**src/rtl/rrc_da_pkg.sv**
```systemverilog
package rrc_da_pkg;
  parameter int SAMPLE_W = 3;
  parameter int TAPS_PER_PHASE = 8;
  parameter int INTERP = 4;
  localparam int BIT_IW = $clog2(SAMPLE_W);
  localparam int SLOT_W = $clog2(INTERP);

  typedef struct packed {
    logic shiftIn;
    logic active;
    logic [SLOT_W-1:0] slot;
    logic [BIT_IW-1:0] bitIdx;
    logic lastBit;
  } ctrlStrobes_t;
endpackage

```
**src/rtl/rrc_da_ctrl.sv**
```systemverilog
module rrc_da_ctrl
  import rrc_da_pkg::*;
(
  input  logic clk,
  input  logic rstN,
  input  logic inValid,
  output ctrlStrobes_t strobes
);
  logic active;
  logic [SLOT_W-1:0] slot;
  logic [BIT_IW-1:0] bitIdx;
  logic lastBit;
  logic groupEnd;

  assign lastBit = active && (bitIdx == BIT_IW'(SAMPLE_W-1));
  assign groupEnd = lastBit && (slot == SLOT_W'(INTERP-1));

  always_ff @(posedge clk) begin
    if (!rstN) begin
      active <= 1'b0;
      slot <= '0;
      bitIdx <= '0;
    end else if (inValid) begin
      active <= 1'b1;
      slot <= '0;
      bitIdx <= '0;
    end else if (active) begin
      if (lastBit) begin
        bitIdx <= '0;
        slot <= slot + 1'b1;
        if (groupEnd) active <= 1'b0;
      end else begin
        bitIdx <= bitIdx + 1'b1;
      end
    end
  end

  always_comb begin
    strobes.shiftIn = inValid;
    strobes.active = active;
    strobes.slot = slot;
    strobes.bitIdx = bitIdx;
    strobes.lastBit = lastBit;
  end

  // a new input only when idle or on the final bit of the group
  assert_input_spacing_R8: assert property (@(posedge clk) disable iff (!rstN)
    inValid |-> (!active || groupEnd));

  // an accepted input starts phase 0 at bit 0 on the next cycle
  assert_group_start_R2: assert property (@(posedge clk) disable iff (!rstN)
    inValid |=> (active && slot == '0 && bitIdx == '0));
endmodule

```
**src/rtl/rrc_da_path.sv**
```systemverilog
module rrc_da_path
  import rrc_da_pkg::*;
#(
  parameter int COEF_W = 12,
  parameter int OUT_W = 10,
  parameter logic [16*COEF_W-1:0] COEFS = '0
) (
  input  logic clk,
  input  logic rstN,
  input  ctrlStrobes_t strobes,
  input  logic [SAMPLE_W-1:0] inI,
  input  logic [SAMPLE_W-1:0] inQ,
  output logic outValid,
  output logic outQ,
  output logic [OUT_W-1:0] outData
);
  localparam int NTAP = INTERP * TAPS_PER_PHASE;
  localparam int HALF = NTAP / 2;
  localparam int LUT_IN = TAPS_PER_PHASE / 2;
  localparam int NSETS = INTERP / 2;
  localparam int SET_W = $clog2(NSETS);
  localparam int LUT_W = COEF_W + $clog2(LUT_IN);
  localparam int SUM_W = LUT_W + 1;
  localparam int YW = COEF_W + SAMPLE_W + $clog2(TAPS_PER_PHASE);
  localparam int ACC_W = SUM_W + SAMPLE_W + 1;

  function automatic logic signed [COEF_W-1:0] coefAt(int n);
    int idx;
    idx = (n < HALF) ? n : NTAP - 1 - n;
    return COEFS[idx*COEF_W +: COEF_W];
  endfunction

  function automatic logic signed [LUT_W-1:0] lutEntry(int setIdx, int half, int addr);
    logic signed [LUT_W-1:0] acc;
    logic signed [COEF_W-1:0] c;
    acc = '0;
    for (int b = 0; b < LUT_IN; b++) begin
      if (addr[b]) begin
        c = coefAt(INTERP * (half * LUT_IN + b) + setIdx);
        acc = acc + {{(LUT_W-COEF_W){c[COEF_W-1]}}, c};
      end
    end
    return acc;
  endfunction

  logic signed [LUT_W-1:0] lutRom [NSETS][2][1<<LUT_IN];
  for (genvar s = 0; s < NSETS; s++) begin : g_set
    for (genvar h = 0; h < 2; h++) begin : g_half
      for (genvar a = 0; a < (1<<LUT_IN); a++) begin : g_addr
        assign lutRom[s][h][a] = lutEntry(s, h, a);
      end
    end
  end

  logic [SAMPLE_W-1:0] histI [TAPS_PER_PHASE];
  logic [SAMPLE_W-1:0] histQ [TAPS_PER_PHASE];

  always_ff @(posedge clk) begin
    if (!rstN) begin
      for (int k = 0; k < TAPS_PER_PHASE; k++) begin
        histI[k] <= '0;
        histQ[k] <= '0;
      end
    end else if (strobes.shiftIn) begin
      histI[0] <= inI;
      histQ[0] <= inQ;
      for (int k = 1; k < TAPS_PER_PHASE; k++) begin
        histI[k] <= histI[k-1];
        histQ[k] <= histQ[k-1];
      end
    end
  end

  logic isQ, rev;
  logic [SET_W-1:0] setSel;
  logic [SAMPLE_W-1:0] selHist [TAPS_PER_PHASE];
  logic [LUT_IN-1:0] addrLo, addrHi;

  always_comb begin
    int p;
    p = int'(strobes.slot);
    isQ = strobes.slot[0];
    rev = (p >= NSETS);
    setSel = rev ? SET_W'(INTERP - 1 - p) : SET_W'(p);
    for (int k = 0; k < TAPS_PER_PHASE; k++)
      selHist[k] = isQ ? histQ[k] : histI[k];
    for (int b = 0; b < LUT_IN; b++) begin
      addrLo[b] = selHist[rev ? TAPS_PER_PHASE - 1 - b : b][strobes.bitIdx];
      addrHi[b] = selHist[rev ? TAPS_PER_PHASE - 1 - (LUT_IN + b) : LUT_IN + b][strobes.bitIdx];
    end
  end

  logic signed [LUT_W-1:0] lutLo, lutHi;
  logic signed [SUM_W-1:0] lutSum, term;
  logic signed [ACC_W-1:0] acc, accBase, termExt, wide, accNext;
  logic neg;

  assign lutLo = lutRom[setSel][0][addrLo];
  assign lutHi = lutRom[setSel][1][addrHi];
  assign lutSum = {lutLo[LUT_W-1], lutLo} + {lutHi[LUT_W-1], lutHi};
  assign neg = strobes.lastBit;
  assign term = (lutSum ^ {SUM_W{neg}}) + {{(SUM_W-1){1'b0}}, neg};
  assign termExt = {{(ACC_W-SUM_W){term[SUM_W-1]}}, term};
  assign accBase = (strobes.bitIdx == '0) ? '0 : acc;
  assign wide = accBase + (termExt <<< SAMPLE_W);
  assign accNext = wide >>> 1;

  always_ff @(posedge clk) begin
    if (!rstN) begin
      acc <= '0;
      outValid <= 1'b0;
      outQ <= 1'b0;
      outData <= '0;
    end else begin
      outValid <= 1'b0;
      if (strobes.active) begin
        acc <= accNext;
        if (strobes.lastBit) begin
          outValid <= 1'b1;
          outQ <= isQ;
          outData <= accNext[YW-1 -: OUT_W];
        end
      end
    end
  end

  logic lastTag;
  always_ff @(posedge clk) begin
    if (!rstN) lastTag <= 1'b1;
    else if (outValid) lastTag <= outQ;
  end

  // the exact result must fit the 18-bit range before truncation
  assert_no_overflow_R7: assert property (@(posedge clk) disable iff (!rstN)
    strobes.lastBit |-> ($countones(accNext[ACC_W-1:YW-1]) == 0 ||
                         $countones(accNext[ACC_W-1:YW-1]) == ACC_W - YW + 1));

  // each response is a single-cycle pulse
  assert_single_pulse_R9: assert property (@(posedge clk) disable iff (!rstN)
    outValid |=> !outValid);

  // responses alternate between I and Q, starting with I
  assert_tag_alternates_R3: assert property (@(posedge clk) disable iff (!rstN)
    outValid |-> (outQ != lastTag));
endmodule

```
**src/rtl/rrc_da_interp.sv**
```systemverilog
module rrc_da_interp
  import rrc_da_pkg::*;
#(
  parameter int COEF_W = 12,
  parameter int OUT_W = 10,
  parameter logic [16*COEF_W-1:0] COEFS = {
    12'sd1040, 12'sd820, 12'sd480, 12'sd160, -12'sd40, -12'sd132, -12'sd118, -12'sd50,
    12'sd18, 12'sd54, 12'sd52, 12'sd24, -12'sd6, -12'sd22, -12'sd20, -12'sd8}
) (
  input  logic clk,
  input  logic rstN,
  input  logic inValid,
  input  logic [SAMPLE_W-1:0] inI,
  input  logic [SAMPLE_W-1:0] inQ,
  output logic outValid,
  output logic outQ,
  output logic [OUT_W-1:0] outData
);
  ctrlStrobes_t strobes;

  rrc_da_ctrl u_ctrl (
    .clk(clk), .rstN(rstN), .inValid(inValid), .strobes(strobes)
  );

  rrc_da_path #(.COEF_W(COEF_W), .OUT_W(OUT_W), .COEFS(COEFS)) u_path (
    .clk(clk), .rstN(rstN), .strobes(strobes), .inI(inI), .inQ(inQ),
    .outValid(outValid), .outQ(outQ), .outData(outData)
  );
endmodule

```
**config.mk**
```make
export PLATFORM = sky130hd
export DESIGN_NAME = rrc_da_interp
export DESIGN_NICKNAME = d
export VERILOG_FILES = /design/src/rtl/rrc_da_pkg.sv /design/src/rtl/rrc_da_ctrl.sv /design/src/rtl/rrc_da_path.sv /design/src/rtl/rrc_da_interp.sv
export SDC_FILE = /design/constraint.sdc
export NUM_CORES = 1
export LEC_CHECK = 0
export BUFFER_PORTS_ARGS = -buffer_cell sky130_fd_sc_hd__buf_2
export CORE_UTILIZATION = 37
export CTS_BUF_LIST = sky130_fd_sc_hd__clkbuf_8
export DETAILED_ROUTE_END_ITERATION = 8
export GPL_TIMING_DRIVEN = 0
export PLACE_DENSITY = 0.59
export SETUP_SLACK_MARGIN = 0.1
export SLEW_MARGIN = 25
export SYNTH_ARGS = -nofsm -noshare
export SYNTH_HDL_FRONTEND = slang
export SYNTH_SLANG_ARGS = --single-unit
```
**constraint.sdc**
```tcl
create_clock -name clk -period 8.29 [get_ports clk]
set_clock_uncertainty 0.1 [all_clocks]
set_input_delay 1.2435 -clock clk [delete_from_list [all_inputs] [get_ports clk]]
set_output_delay 1.2435 -clock clk [all_outputs]
set_load 0.1 [all_outputs]
```
# [Word level (Yosys, flattened, before mapping)]
# Memories as Yosys holds them, arrays and structs flattened.
# Cells that the tools add are included.
[word_totals] mem_bits_rw=48 output_inout_bits=12 mem_count=2 input_bits=9 register_bits=35
[op_classes] n_addsub=6 magnitude_cmp=13 eq_ne=2 n_mux=93 n_reduce_logical=6 n_bitwise=29
[mem_list] name="u_path.histI" words=8 width=3 read_ports=8 rd_ports_with_merged_regs=0 wr=8 line="rrc_da_path.sv:55" rtl="logic [SAMPLE_W-1:0] histI [TAPS_PER_PHASE];"
[mem_list] name="u_path.histQ" words=8 width=3 read_ports=8 rd_ports_with_merged_regs=0 wr=8 line="rrc_da_path.sv:56" rtl="logic [SAMPLE_W-1:0] histQ [TAPS_PER_PHASE];"
[ops] operator="$mux W448" n=2
[ops] operator="$mux W425" n=1
[ops] operator="$ge A32 B4 Y1 const B" n=8
[ops] operator="$not A32 Y32" n=8
[ops] operator="$mux W3" n=48
[ops] operator="$bmux W14 S4" n=2
[ops] operator="$bmux W3 S3" n=8
[ops] operator="$mux W14" n=4
[ops] operator="$add A19 B18 Y19" n=1
[ops] operator="$mux W19" n=1
[ops] operator="$mux W1" n=18
[ops] operator="$bmux W1 S2" n=8
[ops] operator="$or A1 B1 Y1" n=16
[ops] operator="$add A14 B14 Y15" n=1
[ops] operator="$add A15 B1 Y15" n=1
[ops] operator="$xor A15 B15 Y15" n=1
[ops] operator="$ge A5 B5 Y1 const B" n=2
[ops] operator="$not A4 Y5" n=2
[ops] operator="$add A2 B1 Y2 const B" n=2
[ops] operator="$eq A2 B2 Y1 const B" n=2
[ops] operator="$ge A2 B2 Y1 const B" n=2
[ops] operator="$reduce_and A2 Y1" n=2
[ops] operator="$lt A2 B3 Y1 const B" n=1
[ops] operator="$logic_and A1 B1 Y1" n=2
[ops] operator="other kinds (6)" n=6

# [Depth between registers and ports, before layout]
[depth] word_depth=16 mapped_depth=32

# [Cells and area by module]
# Synthesis repeated with hierarchy kept, for this count alone.
[hier_totals] hier_cells=630 hier_area_um2=6273.5
[by_module_without_submodules] module="rrc_da_path" instances=1 seq_area_each_um2=1961.9 area_per_inst_um2=6007.0 cells_per_inst=603
[by_module_without_submodules] module="rrc_da_ctrl" instances=1 seq_area_each_um2=100.1 area_per_inst_um2=266.5 cells_per_inst=27

# [Worst setup path before layout]
# No wires, ideal clock.
[synth_path] path_type="flip-flop to flip-flop" start="reg u_ctrl.slot[0]" end="reg u_path.acc[16]" slack_ns=1.748 period_less_slack_ns=6.542 setup_time_ns=0.066 t_required_ns=8.124 stages_incl_launch_ff=28 t_arrival_ns=6.377 cell_sequence="dfxtp_1 buf_2 buf_4 inv_1 ha_1 nor2_1 buf_2 buf_4 mux4_2 a21oi_2 inv_1 ha_1 mux4_2 fa_1 a21o_1 a22oi_1 a21oi_2 xor2_1 and4_1 mux2i_1 or3_1 xor2_1 ha_1 and4_1 a221oi_1 xnor2_1 mux2i_1 nor2b_1"
[synth_via] elab_chain_len=16 word_cells_on_any_way=83 classes_between="add/sub: 4; order compare: 1; mux: 66; bitwise: 12"
[synth_lines] item="start, declared" line="rrc_da_ctrl.sv:10" rtl="logic [SLOT_W-1:0] slot;"
[synth_lines] item="start signal, assigned" line="rrc_da_ctrl.sv:30" rtl="slot <= slot + 1'b1;"
[synth_lines] item="$ge A2 B2 Y1" line="rrc_da_path.sv:83" rtl="rev = (p >= NSETS);"
[synth_lines] item="$mux W3, on equally long branches" line="rrc_da_path.sv:88, rrc_da_path.sv:89"
[synth_lines] item="$not A32 Y32, on equally long branches" line="rrc_da_path.sv:88, rrc_da_path.sv:89"
[synth_lines] item="$bmux W3 S3, on equally long branches" line="rrc_da_path.sv:88, rrc_da_path.sv:89"
[synth_lines] item="$mux W3, on equally long branches (2 in series)" line="rrc_da_path.sv:88, rrc_da_path.sv:89"
[synth_lines] item="$bmux W1 S2, on equally long branches" line="rrc_da_path.sv:88, rrc_da_path.sv:89"
[synth_lines] item="$mux W1, on equally long branches" line="rrc_da_path.sv:88, rrc_da_path.sv:89"
[synth_lines] item="$not A4 Y5, on equally long branches" line="rrc_da_path.sv:98, rrc_da_path.sv:99"
[synth_lines] item="$bmux W14 S4, on equally long branches" line="rrc_da_path.sv:98, rrc_da_path.sv:99"
[synth_lines] item="$mux W14, on equally long branches (2 in series)" line="rrc_da_path.sv:98, rrc_da_path.sv:99"
[synth_lines] item="$add A14 B14 Y15 *" line="rrc_da_path.sv:100" rtl="assign lutSum = {lutLo[LUT_W-1], lutLo} + {lutHi[LUT_W-1], lutHi};"
[synth_lines] item="$xor A15 B15 Y15 *" line="rrc_da_path.sv:102" rtl="assign term = (lutSum ^ {SUM_W{neg}}) + {{(SUM_W-1){1'b0}}, neg};"
[synth_lines] item="$add A15 B1 Y15 *" line="rrc_da_path.sv:102"
[synth_lines] item="$add A19 B18 Y19 *" line="rrc_da_path.sv:105" rtl="assign wide = accBase + (termExt <<< SAMPLE_W);"
[synth_lines] item="end signal, assigned" line="rrc_da_path.sv:117" rtl="acc <= accNext;"
[synth_lines] item="end, declared" line="rrc_da_path.sv:95" rtl="logic signed [ACC_W-1:0] acc, accBase, termExt, wide, accNext;"
# Every way passes the cells marked *; elsewhere a longest branch is shown, timed or not. The select of a mux whose other input is x is not followed.
# A chain may end at the register's enable or synchronous reset.

# [Final worst setup path]
# Same ends and word-level chain as after synthesis.

==> impl_results.md <==
* Status: completed
* Num rows at 46
* Multi-input gate area at 3800 µm²
* Width of the die at 130 µm
* Syn avg cell area at 9.67 µm²
* Via count at 4832
* Worst min path class: flop to flop
* WL met1 at 6840 µm
* Comb pwr share at between 40% and 50%
* Initial antenna violation count at 0
* Most used cell, CP: ha_1
* Post-route DRC at 0
* Met3 Wirelength at about 620 µm
* CORE AREA at 15900 µm²
* P&R area growth vs syn at 8.90%
* CP Data Arrival Time at 7.77 ns
* Num CTS Buffers at 9
* Cell Area, Synth at 6070 µm²
* Sequential fraction of design power at 38.2%
* Die Y at 130 µm
* DRT Pass-1 Iters at 5
* H-tree levels at 3
* Clock Path Buffers at 2
* Clock Power Share at 20.5%
* Total number of yosys warnings at 0
* Power density cells at 185 nW/µm²
* Final min period at 7.58 ns
* Clock transition at path regs at about 0.09 ns
* Root Driver: clkbuf_8
* Met2 WL post-DR at 6890 µm
* Cell area after layout at 6610 µm²
* Cells after Synth at 628
* Crit path max fanout at 10
* DP Wirelength at between 10000 and 15000 µm
* First-pass GRT wire length at ~24000 µm
* Fraction of layout cells with a size suffix above 1 at between 10% and 20%
* Setup TNS at 0 ns
* Int Pwr at 762 µW
* Max incr delay on CP at 0.52 ns
* Relative slew slack at a little under half
* Number of buffers added on ports at 18
* Hold_buf cts at 0
* Flops & latches, synth at 79
* TritonCTS clock tree: built
* Worst skew pair latency at approximately 0.36 ns
* Placed Area at between 6000 and 7000 µm²
* Startpoint Class: flop
* Unrepaired setup endpoints after global routing: false
* Most common cell after layout, fill and taps aside: nand2_1
* Main area contributors after synthesis: edfxtp_1, dfxtp_1, ha_1
* Largest area contributor in the netlist: edfxtp_1
* WL final at between 10000 and 15000 µm
* Drt initial violations at 312
* GRT Overall Usage at 18.1%
* WL/cell at 16.6 µm
* Share of the synthesized area in the top cell type at 23.7%
* Hold slack at 0.360 ns
* Slowest CP cell: mux4_2
* Worst EP required at between 8 and 9 ns
* Top routing layer in use: met4
* Fillers at approximately 1600
* Syn Nets at a little under 700
* NetSw at about 460 µW
* Largest net degree at the start of global routing at 53
* Kind of critical path: flop to flop
* Top Ports at 21
* Final Hold Viols at 0
* Setup violators final at 0
* CTS Sinks at 79
* Vias in the first global route at between 4000 and 5000
* # nets final at 711
* RePlAce Congestion at 0.855
* Avg Vias per Cell at 5.50
* Postcts setup bufs at 0
* Reg area at 2060 µm²
* Leakage at 0.00276 µW
* Worst vdd ir at 0.000143 V
* Post-synth EDFFs at 48
* Tcrit/Tclk final at around 90%
* Post-synth ARST share at 0%
* Sw Ratio at 37.7%
* Synth Flop Type: edfxtp_1
* Post-route ant nets at 0
* DIE AREA at around 17000 µm²
* Sequential cell area fraction in the yosys report at 34.0%
* # diodes at 0
* Pins Over Slew Limit at 0
* Max Cap Viol at 0
* Commonest cells after routing, fill and taps aside: nand2_1, edfxtp_1, ha_1
* Initial Util at 38.1%
* FMAX at 132 MHz
* Setup crit end kind: flop
* Yosys cell types at between 60 and 70
* Worst slew pin tran at 0.807 ns
* GRT overflow at 0
cell usage after synthesis (all sizes together) (3+ instances only):
master	count
o21ai	38
and3	42
mux4	23
edfxtp	48
xor2	16
a21oi	44
o211ai	5
nor3	12
and2	19
a21o	9
clkbuf	20
a31oi	4
nand2	50
o21a	3
nor2b	28
or2	4
mux2i	23
and4	3
xnor2	23
ha	43
dfxtp	31
nor2	40
nand3	5
a21boi	8
a211oi	7
nand2b	6
o41ai	4
buf	14
inv	19
flip-flops by register name, summed over array words and instances (netlist names):
signal	count
u_path.acc	14
u_ctrl.active	1
u_ctrl.bitIdx	2
u_path.histQ	24
u_path.outValid	1
u_ctrl.slot	2
u_path.histI	24
u_path.outData	10
u_path.outQ	1
worst max-delay path: cells and delay by family, from the launching register on:
kind / cells / cell delay, ns
AOI/OAI and AO/OA: 7 / 1.84
xor gates and xnor gates: 2 / 0.56
muxes: 4 / 1.15
adders and majority gates: 4 / 1.33
buffers and inverters: 6 / 1.34
DFF: 1 / 0.34
and+or+nand+nor: 4 / 0.82
per-layer routing:
| layer | up-vias | track usage (%) |
|---|---|---|
| li1 | 2364 | - |
| met1 | 2309 | 25.1 |
| met2 | 143 | 29.3 |
| met3 | 16 | 2.17 |
| met4 | 0 | 5.75 |
| met5 | - | 0 |
final cells by class:
class	count	share of cell area, %
Clock inverter	7	0.625
Buffer	34	2.31
Tap cell	216	4.09
Clock buffer	9	1.87
Timing Repair Buffer	18	1.36
Inverter	20	1.14
Multi-Input combinational cell	495	57.4
Sequential cell	79	31.2
logic make-up (layout without fill, tap and decap cells):
family	count (synthesis)	in the layout	synth area share, %
buf+inv	54	88	3.75
fa+ha+maj	45	45	9.52
flops	79	79	34.0
mux	48	48	12.7
compound gates	144	144	15.6
xor+xnor	39	39	5.63
simple gates	219	219	18.8
worst paths after layout:
kind	slack, ns	end	depth (start not counted)	start
max	0.71	u_path.acc[16]	27	u_ctrl.slot[0]
min	0.36	u_path.outData[8]	2	u_path.outData[8]
max reg2reg	0.71	u_path.acc[16]	27	u_ctrl.slot[0]
min reg2reg	0.36	u_path.outData[8]	2	u_path.outData[8]
power by group through the flow:
stage / sequential (µW) / clock, µW / combinational [µW]
global route: 470 / 270 / 559
floorplan: 468 / 0 / 398
global placement: 474 / 0 / 485
detailed placement: 475 / 0 / 496
finish: 467 / 251 / 506
CTS: 466 / 256 / 502
per-stage QoR:
step	power [µW]	utilization [%]	std cells	worst slack, ns
floorplan	866	-	628	1.75
global placement	959	40.3	862	0.761
detailed placement	971	40.4	862	0.698
CTS	1220	41.4	878	0.601
global route	1300	41.5	878	0.125
finish	1220	41.5	878	0.711
what timing repair did:
action | in CTS | in global routing
gates resized for setup | 0 | 1
endpoints found under the setup margin | 0 | 2
endpoints found under the hold margin | 0 | 0
No activity file was read; power rests on OpenSTA's default activity.
